## src/rtl/dbg_trig_pkg.sv

```systemverilog
package dbg_trig_pkg;
  localparam int NUM_PAIRS = 5;
  localparam int NUM_TRIG  = 2 * NUM_PAIRS;
  localparam int IDX_W     = $clog2(NUM_TRIG);
  localparam int N_FETCH   = 4;
  localparam int N_STORE   = 3;
  localparam int N_LOAD    = 3;
  localparam int ADDR_W    = 3;

  typedef enum logic [1:0] {
    ACC_FETCH = 2'd0,
    ACC_STORE = 2'd1,
    ACC_LOAD  = 2'd2
  } acc_e;

  typedef struct packed {
    logic [1:0] mtype;
    logic       sel;
    logic       timing;
    logic       action;
    logic       chain;
  } trig_ctl_t;

  // Fixed access kind per trigger; pairs are (F,F) (S,S) (L,L) (F,S) (F,L)
  function automatic acc_e kind_of(input int t);
    case (t)
      0, 1, 6, 8: return ACC_FETCH;
      2, 3, 7:    return ACC_STORE;
      default:    return ACC_LOAD;
    endcase
  endfunction

  // Position of a trigger inside the hit vector of its access kind
  function automatic int slot_of(input int t);
    case (t)
      0, 2, 4: return 0;
      1, 3, 5: return 1;
      6, 7, 9: return 2;
      default: return 3;
    endcase
  endfunction

  // Write address inside the fetch or memory space
  function automatic int waddr_of(input int t);
    case (t)
      0, 2:    return 0;
      1, 3:    return 1;
      4, 6:    return 2;
      5, 8:    return 3;
      7:       return 4;
      default: return 5;
    endcase
  endfunction
endpackage

```

## src/rtl/dbg_trig_cfg.sv

```systemverilog
module dbg_trig_cfg
  import dbg_trig_pkg::*;
#(
  parameter int TDATA_W = 64
) (
  input  logic                                clk_i,
  input  logic                                rst_ni,
  input  logic                                we_i,
  input  logic                                mem_i,
  input  logic [ADDR_W-1:0]                   addr_i,
  input  trig_ctl_t                           ctl_i,
  input  logic [TDATA_W-1:0]                  tdata_i,
  input  logic                                en_we_i,
  input  logic [NUM_TRIG-1:0]                 en_i,
  output trig_ctl_t [NUM_TRIG-1:0]            ctl_o,
  output logic [NUM_TRIG-1:0][TDATA_W-1:0]    tdata_o,
  output logic [NUM_TRIG-1:0]                 en_o
);

  always_ff @(posedge clk_i or negedge rst_ni) begin
    if (!rst_ni) en_o <= '0;
    else if (en_we_i) en_o <= en_i;
  end

  for (genvar t = 0; t < NUM_TRIG; t++) begin : g_trig
    localparam acc_e            KIND       = kind_of(t);
    localparam bit              IS_MEM     = (KIND != ACC_FETCH);
    localparam logic [ADDR_W-1:0] WADDR    = ADDR_W'(waddr_of(t));
    localparam bit              STORE_PAIR = (KIND == ACC_STORE) && (kind_of(t ^ 1) == ACC_STORE);
    localparam bit              IS_LOAD    = (KIND == ACC_LOAD);

    logic      addr_hit;
    logic      chain_ok;
    trig_ctl_t ctl_d;

    if (IS_MEM) begin : g_mem
      assign addr_hit = mem_i && (addr_i == WADDR);
    end else begin : g_fetch
      assign addr_hit = !mem_i && (addr_i[1:0] == WADDR[1:0]);
    end

    // illegal chains are dropped at write time
    assign chain_ok = ctl_i.chain && !STORE_PAIR && !(IS_LOAD && ctl_i.sel);

    always_comb begin
      ctl_d       = ctl_i;
      ctl_d.chain = chain_ok;
    end

    always_ff @(posedge clk_i or negedge rst_ni) begin
      if (!rst_ni) begin
        ctl_o[t]   <= '0;
        tdata_o[t] <= '0;
      end else if (we_i && addr_hit) begin
        ctl_o[t]   <= ctl_d;
        tdata_o[t] <= tdata_i;
      end
    end
  end

endmodule

```

## src/rtl/dbg_trig_pair.sv

```systemverilog
module dbg_trig_pair (
  input  logic [1:0] hit_i,
  input  logic       chain_i,
  input  logic [1:0] timing_i,
  output logic [1:0] fire_o
);
  logic both;

  assign both   = (&hit_i) && (timing_i[0] == timing_i[1]);
  assign fire_o = chain_i ? {both, both} : hit_i;
endmodule

```

## src/rtl/dbg_trig_prio.sv

```systemverilog
module dbg_trig_prio
  import dbg_trig_pkg::*;
(
  input  logic [NUM_TRIG-1:0] fire_i,
  input  logic [NUM_TRIG-1:0] timing_i,
  input  logic [NUM_TRIG-1:0] action_i,
  output logic                before_o,
  output logic                after_o,
  output logic [IDX_W-1:0]    idx_o,
  output logic                action_o
);
  logic [NUM_TRIG-1:0] fb, fa, win;

  assign fb       = fire_i & ~timing_i;
  assign fa       = fire_i & timing_i;
  assign before_o = |fb;
  assign after_o  = (|fa) && !before_o;
  assign win      = before_o ? fb : fa;

  always_comb begin
    idx_o = '0;
    for (int k = NUM_TRIG - 1; k >= 0; k--) begin
      if (win[k]) idx_o = IDX_W'(k);
    end
  end

  assign action_o = (|win) && action_i[idx_o];
endmodule

```

## src/rtl/dbg_trig_chain.sv

```systemverilog
module dbg_trig_chain
  import dbg_trig_pkg::*;
#(
  parameter int TDATA_W = 64
) (
  input  logic                              clk_i,
  input  logic                              rst_ni,
  input  logic                              cfg_we_i,
  input  logic                              cfg_mem_i,
  input  logic [ADDR_W-1:0]                 cfg_addr_i,
  input  logic [1:0]                        cfg_mtype_i,
  input  logic                              cfg_sel_i,
  input  logic                              cfg_timing_i,
  input  logic                              cfg_action_i,
  input  logic                              cfg_chain_i,
  input  logic [TDATA_W-1:0]                cfg_tdata_i,
  input  logic                              en_we_i,
  input  logic [NUM_TRIG-1:0]               en_i,
  input  logic [N_FETCH-1:0]                fetch_hit_i,
  input  logic [N_STORE-1:0]                store_hit_i,
  input  logic [N_LOAD-1:0]                 load_hit_i,
  output logic [NUM_TRIG-1:0][TDATA_W-1:0]  tdata_o,
  output logic [NUM_TRIG-1:0][1:0]          mtype_o,
  output logic [NUM_TRIG-1:0]               sel_o,
  output logic                              fire_before_o,
  output logic                              fire_after_o,
  output logic [IDX_W-1:0]                  fire_idx_o,
  output logic                              fire_action_o
);

  trig_ctl_t                 ctl_in;
  trig_ctl_t [NUM_TRIG-1:0]  ctl_q;
  logic [NUM_TRIG-1:0]       en_q, chain_q, timing_q, sel_q, action_q;
  logic [NUM_TRIG-1:0]       raw_hit, hit_v, fire_v;

  always_comb begin
    ctl_in.mtype  = cfg_mtype_i;
    ctl_in.sel    = cfg_sel_i;
    ctl_in.timing = cfg_timing_i;
    ctl_in.action = cfg_action_i;
    ctl_in.chain  = cfg_chain_i;
  end

  dbg_trig_cfg #(.TDATA_W(TDATA_W)) u_cfg (
    .clk_i   (clk_i),
    .rst_ni  (rst_ni),
    .we_i    (cfg_we_i),
    .mem_i   (cfg_mem_i),
    .addr_i  (cfg_addr_i),
    .ctl_i   (ctl_in),
    .tdata_i (cfg_tdata_i),
    .en_we_i (en_we_i),
    .en_i    (en_i),
    .ctl_o   (ctl_q),
    .tdata_o (tdata_o),
    .en_o    (en_q)
  );

  for (genvar t = 0; t < NUM_TRIG; t++) begin : g_map
    localparam acc_e KIND = kind_of(t);
    localparam int   SLOT = slot_of(t);

    if (KIND == ACC_FETCH) begin : g_f
      assign raw_hit[t] = fetch_hit_i[SLOT];
    end else if (KIND == ACC_STORE) begin : g_s
      assign raw_hit[t] = store_hit_i[SLOT];
    end else begin : g_l
      assign raw_hit[t] = load_hit_i[SLOT];
    end

    assign chain_q[t]  = ctl_q[t].chain;
    assign timing_q[t] = ctl_q[t].timing;
    assign sel_q[t]    = ctl_q[t].sel;
    assign action_q[t] = ctl_q[t].action;
    assign mtype_o[t]  = ctl_q[t].mtype;
  end

  assign sel_o = sel_q;
  assign hit_v = raw_hit & en_q;

  for (genvar p = 0; p < NUM_PAIRS; p++) begin : g_pair
    dbg_trig_pair u_pair (
      .hit_i    (hit_v[2*p+1 -: 2]),
      .chain_i  (chain_q[2*p]),
      .timing_i (timing_q[2*p+1 -: 2]),
      .fire_o   (fire_v[2*p+1 -: 2])
    );
  end

  dbg_trig_prio u_prio (
    .fire_i   (fire_v),
    .timing_i (timing_q),
    .action_i (action_q),
    .before_o (fire_before_o),
    .after_o  (fire_after_o),
    .idx_o    (fire_idx_o),
    .action_o (fire_action_o)
  );

endmodule

```

## config.mk

```make
export PLATFORM = sky130hd
export DESIGN_NAME = dbg_trig_chain
export DESIGN_NICKNAME = d
export VERILOG_FILES = /design/src/rtl/dbg_trig_pkg.sv /design/src/rtl/dbg_trig_cfg.sv /design/src/rtl/dbg_trig_pair.sv /design/src/rtl/dbg_trig_prio.sv /design/src/rtl/dbg_trig_chain.sv
export SDC_FILE = /design/constraint.sdc
export NUM_CORES = 1
export LEC_CHECK = 0
export CAP_MARGIN = 10
export CORE_AREA = 4 4 299 301
export CTS_BUF_LIST = sky130_fd_sc_hd__clkbuf_16
export CTS_CLUSTER_DIAMETER = 200
export DETAILED_ROUTE_END_ITERATION = 10
export DIE_AREA = 0 0 303 305
export PLACE_DENSITY = 0.56
export SKIP_CTS_REPAIR_TIMING = 1
export SYNTH_ARGS = -nofsm -noshare
export SYNTH_HDL_FRONTEND = slang
export SYNTH_SLANG_ARGS = --single-unit
```

## constraint.sdc

```tcl
create_clock -name clk_i -period 4.1 [get_ports clk_i]
set_input_delay 0.82 -clock clk_i [delete_from_list [all_inputs] [get_ports clk_i]]
set_output_delay 0.82 -clock clk_i [all_outputs]
set_load 0.05 [all_outputs]
```

# Word-level counts from Yosys, hierarchy flattened
# Cells that the tools add are included.
# word_totals
ff_bits	704
input_bits	98
output_inout_bits	677
word_cells	128
# classes
magnitude_cmp	1
eq_ne	12
mux	17
bitwise	4
n_reduce_logical	39
# ops
op	n
$mux W4	10
$and A10 B10 Y10	3
$reduce_or A10 Y1	3
$logic_and A1 B1 Y1	27
$mux W10	1
$not A10 Y10	1
$mux W2	4
$reduce_and A2 Y1	4
$eq A3 B2 Y1 const B	2
$eq A3 B3 Y1 const B	2
$lt A4 B5 Y1 const B	1
$bmux W1 S4	1
$eq A1 B1 Y1	4
$eq A2 B2 Y1 const B	2
$eq A3 B1 Y1 const B	1
$logic_not A1 Y1	3
$logic_not A3 Y1	1
$eq A2 B1 Y1 const B	1
$logic_not A2 Y1	1
$mux W1	1

# Logic depth before layout (Yosys ltp)
# depth
depth_word	20
depth_mapped	10
ltp_nobuf	9

# Hierarchy
# From an unflattened synthesis, not the netlist that was laid out.
# unflattened
hier_cells	1699
area_unflattened_um2	27321.2
# by_module_without_submodules
mod	instances	cells_each	area_per_inst_um2	seq_area_each_um2
dbg_trig_cfg	1	1579	26491.7	17717.0
dbg_trig_prio	1	80	604.3	0.0
dbg_trig_pair	5	6	32.5	0.0
dbg_trig_chain	1	10	62.6	0.0

# Worst setup path after synthesis
# Ideal clock, no wire load.
# synth_path
path_type	in2out
from	in load_hit_i[2]
to	out fire_action_o
t_arrival_ps	4040
path_slack_ps	-760
cell_stages	9
n_path_buf	0
path_cell_list	and3b_1 -> maj3_2 -> or4_4 -> a211oi_2 -> o221ai_1 -> a21oi_1 -> nor2_1 -> a221o_1 -> a21oi_2
# synth_rtl
item	line_no	source
from (decl)	dbg_trig_chain.sv:21	input logic [N_LOAD-1:0] load_hit_i,
$and A10 B10 Y10 (*)	dbg_trig_chain.sv:79	assign hit_v = raw_hit & en_q;
$reduce_and A2 Y1	dbg_trig_pair.sv:9	assign both = (&hit_i) && (timing_i[0] == timing_i[1]);
$logic_and A1 B1 Y1	dbg_trig_pair.sv:9	
$mux W2 (*)	dbg_trig_pair.sv:10	assign fire_o = chain_i ? {both, both} : hit_i;
$and A10 B10 Y10	dbg_trig_prio.sv:14	assign fb = fire_i & ~timing_i;
$reduce_or A10 Y1	dbg_trig_prio.sv:16	assign before_o = |fb;
$mux W10 (*)	dbg_trig_prio.sv:18	assign win = before_o ? fb : fa;
$mux W4 (8 in a row)	dbg_trig_prio.sv:23	if (win[k]) idx_o = IDX_W'(k);
$mux W4 (*)	dbg_trig_prio.sv:23	
via fire_idx_o[1]	dbg_trig_chain.sv:27	output logic [IDX_W-1:0] fire_idx_o,
$bmux W1 S4 (*)	dbg_trig_prio.sv:27	assign action_o = (|win) && action_i[idx_o];
$mux W1 (implied by the code) (*)	dbg_trig_prio.sv:27	
$logic_and A1 B1 Y1 (*)	dbg_trig_prio.sv:27	
to (decl)	dbg_trig_chain.sv:28	output logic fire_action_o
# The timed path passes the listed nets; every way through them passes the cells marked *. The select of a mux whose other input is x is not followed.

# Worst setup path in the final report
# layout_path
from	in store_hit_i[2]
to	out fire_action_o
# layout_via
elab_chain_len	20
# layout_rtl
item	line_no	source
from (decl)	dbg_trig_chain.sv:20	input logic [N_STORE-1:0] store_hit_i,
$and A10 B10 Y10 (*)	dbg_trig_chain.sv:79	
$reduce_and A2 Y1	dbg_trig_pair.sv:9	
$logic_and A1 B1 Y1	dbg_trig_pair.sv:9	
$mux W2 (*)	dbg_trig_pair.sv:10	
$and A10 B10 Y10	dbg_trig_prio.sv:14	
$reduce_or A10 Y1	dbg_trig_prio.sv:16	
$mux W10 (*)	dbg_trig_prio.sv:18	
$mux W4 (10 in a row)	dbg_trig_prio.sv:23	
$bmux W1 S4	dbg_trig_prio.sv:27	
$mux W1 (implied by the code)	dbg_trig_prio.sv:27	
$logic_and A1 B1 Y1 (*)	dbg_trig_prio.sv:27	
# Mark *: on every way between the ends. The rest lies on a longest branch, timed or not. The select of a mux whose other input is x is not followed.

==> summary.txt <==
Synth
  • Main flop type after synthesis: dfrtp_1
  • Unique masters post-synth: 52
  • Synth Instances: 1,748
  • Post-synthesis cell area: 27,300 um2
  • Area contributors post-synth: dfrtp_1 (65%), mux2_2 (29%), buf_1 (1.0%)
  • Yosys top cell area share: 0.646
  • Post-synthesis sequential area ratio: 0.646
  • Synth area leader: dfrtp_1
  • Post-synth EDFFs: 0
  • Seq cells post-synth: 704
  • YS warnings: 0
  • Mapped Avg Cell Area: around 16 um2
  • Post-synth ARST share: 1.00
  • Mapped Nets: 1,846

Pwr
  • Max IR drop VDD: 0.478 mV
  • PwrDens: just over 700 nW/um2
  • LEAKAGE: 16.7 nW

Floorplan
  • Row cnt: 108
  • Die Span Y: slightly above 300 um
  • DIE WIDTH: between 300 and 400 um
  • IO Count: 775
  • Initial Utilization: 0.315
  • Core box area: 86,600 um2
  • Die ar.: ~90,000 um2

Setup path
  • Largest stage delay on the critical path: between 0.5 and 0.6 ns
  • Reg2Reg Launch Point: u_cfg.ctl_o[36]
  • Critical Path AT: 3.65 ns
  • Slowest stage cell, crit path: clkdlybuf4s50_1
  • Crit path max-delay family: compound AO/OA/AOI/OAI gates
  • Worst r2r dst: u_cfg.ctl_o[36]
  • CP Cell Sequence: clkdlybuf4s50_1 > and3b_1 > maj3_1 > a211oi_1 > o21ai_1 > inv_1 > o21ai_2 > buf_4 > o221a_1 > a221o_1 > a21oi_4 > buf_12
  • Startpoint types: primary input
  • Critical path class: in2out
  • Worst r2r path cells: 2
  • Critical path peak fanout: 4
  • Crit. End Element: output pin
  • Worst path bufs/invs: 4
  • Worst endpoint required time: 3.28 ns
  • R2R Setup Slk: ~3.1 ns

Clocking
  • CTS sink cnt: 704
  • H-tree levels: 3
  • Clock slew at reported path FFs: 0.06 ns
  • CTS Buf Count: 81
  • Clock buffer depth: 3
  • CTS tree: yes
  • Root Driver: clkbuf_16
  • Clk_lat worst skew: 0.62 ns

Timing
  • Setup ws final: -0.369 ns
  • RSZ-0062 raised after global routing: yes
  • Relative slew slack: 0.348
  • Tcrit/Tclk final: 1.09
  • Final Critical Period: approximately 4.5 ns
  • Worst-Margin Slew: 0.978 ns
  • Worst Skew: 0 ns
  • FMAX: ~220 MHz
  • Setup violators final: 2
  • Final Hold Viols: 0
  • Slew Limit Fails: 0

GRT
  • Pin count of the biggest net entering global routing: 107
  • First-pass GRT wire length: 140,000 um
  • Vias in the first global route: 19,579
  • Global Route Usage Sum: 0.204
  • Overflow after GRT: 0
  • Initial antenna violation count: 6

Detailed routing
  • Initial DRT Pass Iterations: 5
  • Total Wirelength: 96,000 um
  • Met2 wire len: 47,800 um
  • Met3 wire length: approximately 7500 um
  • Routed len/inst: 25.6 um
  • Met1 Wirelength: 37,000 um
  • Max layer used: met5
  • Via count: 17,828
  • ANT nets after route: 0
  • DR vias/cell: ~4.8
  • DRT iter0 DRCs: slightly below 800
  • Remaining DRCs: 0

Final layout
  • Ratio of cells with drive above 1 in the final layout: 0.365
  • Design Area, Final: slightly below 40,000 um2
  • Area grow syn2layout: 44.4%
  • Final core utilization: 0.455
  • Final nets: 2,618

Flow run
  • Max cap viols: 0

Status
  • Outcome: finished, violations left
  • Failing checks: setup timing

Place
  • DP Wirelength: 66,900 um
  • Routability Congestion: 0.857
  • I/O Buffers: a little under 800
  • Post-DP Area: between 30,000 and 40,000 um2
  • DP Worst Slack: -0.661 ns

Min path
  • Worst Hold Class: in2async
worst register-to-register path: cells and delay by family, from the launching register on:
kind | cells | cell delay, ns
compound gates | 1 | 0.18
flops | 1 | 0.55
buf+inv | 1 | 0.18
how the worst max path moves through the flow:
| stage | startpoint | to | slack [ns] | cells after the start |
|---|---|---|---|---|
| global placement | load_hit_i[2] | fire_action_o | -0.61 | 11 |
| global route | u_cfg.en_o[9] | fire_action_o | -0.50 | 13 |
| floorplan | load_hit_i[2] | fire_idx_o[0] | 0.005 | 8 |
| CTS | load_hit_i[2] | fire_action_o | -0.67 | 11 |
| detailed placement | load_hit_i[2] | fire_action_o | -0.66 | 11 |
| finish | store_hit_i[2] | fire_action_o | -0.37 | 12 |
power breakdown:
group | leakage (nW) | switching, mW | internal (mW)
sequential | 8.55 | 0.887 | 8.52
combinational | 6.84 | 7.73 | 4.05
clock | 1.31 | 2.96 | 3.82
total | 16.7 | 11.6 | 16.4
cell families after synthesis:
| family | after synthesis | share of synthesized area |
|---|---|---|
| buffers and inverters | 184 | 0.0295 |
| flip-flops | 704 | 0.646 |
| adder cells (fa/ha/maj) | 3 | 0.00115 |
| AND/OR/NAND/NOR | 95 | 0.0191 |
| multiplexers | 699 | 0.289 |
| XOR/XNOR | 1 | 0.000321 |
| AO/OA/AOI/OAI | 62 | 0.0152 |
registers in the layout, indices dropped and copies added (netlist names):
register,flops
u_cfg.ctl_o,54
u_cfg.tdata_o,640
u_cfg.en_o,10
metrics by stage:
step / cells / power (mW) / hold slack [ns] / TNS (ns)
2_1_floorplan: 1748 / 16.7 / 0.471 / 0
3_3_place_gp: 3584 / 21.2 / 0.487 / -1.43
3_5_place_dp: 3584 / 21.3 / 0.487 / -1.57
4_1_cts: 3734 / 28.2 / 0.292 / -1.62
5_1_grt: 3743 / 29.0 / 0.328 / -1.01
6_report: 3744 / 28.0 / 0.287 / -0.563
cell usage after synthesis (2+ instances only):
library cell and count:
a211oi_1 3, a21boi_0 2, a21o_1 2, a21oi_1 14, a22oi_1 3, a31oi_1 5
and2_1 5, and3b_1 4, buf_1 75, buf_4 30, clkbuf_1 70, dfrtp_1 704
inv_1 8, maj3_1 2, mux2_2 698, nand2_1 23, nand2b_1 5, nand3_1 7
nand3b_1 8, nand4_1 2, nand4bb_1 2, nor2_1 19, nor3_1 5, nor4_1 2
nor4b_1 2, o21a_1 2, o21ai_0 11, o21ai_1 2, o21ai_2 2, o22ai_1 2
o32ai_1 3, or2_2 3, or3_1 4
area by class of cell:
type                    count  area (um2)
fillers                  7680       47200
flip-flops and latches    704       17600
multi-input cells         860        9070
repair buffers            865        8720
clock buffers              81        2030
well taps                1155        1450
clock inverters            69         462
inverters                   8        30.0
diodes                      2        5.00
layer usage:
metal / global-route usage / vias to the layer above
li1: - / 7667
met5: 0 / -
met4: 0.0763 / 6
met1: 0.238 / 9393
met2: 0.348 / 590
met3: 0.0673 / 172
placed cells by master (no fill, tap or decap), types with 3 or more instances in the layout:
master           count
clkbuf_16           81
nor2_4               8
nand2_1             22
buf_6                4
buf_12              22
clkinv_1            22
o21ai_0              9
and2_1               4
nor3_1               4
dlymetal6s2s_1       6
clkdlybuf4s50_1    760
a211oi_1             3
mux2_2             698
inv_16               4
nand3_1              6
buf_4               72
nor2_1              10
bufinv_16            3
or3_4                3
a31oi_1              5
clkinv_2            11
nand3b_1             8
o21ai_2              3
nand2b_1             5
and3b_1              4
a21oi_1             11
a22oi_2              3
dfrtp_1            703
inv_1               31
(Power assumes the default switching activity.)
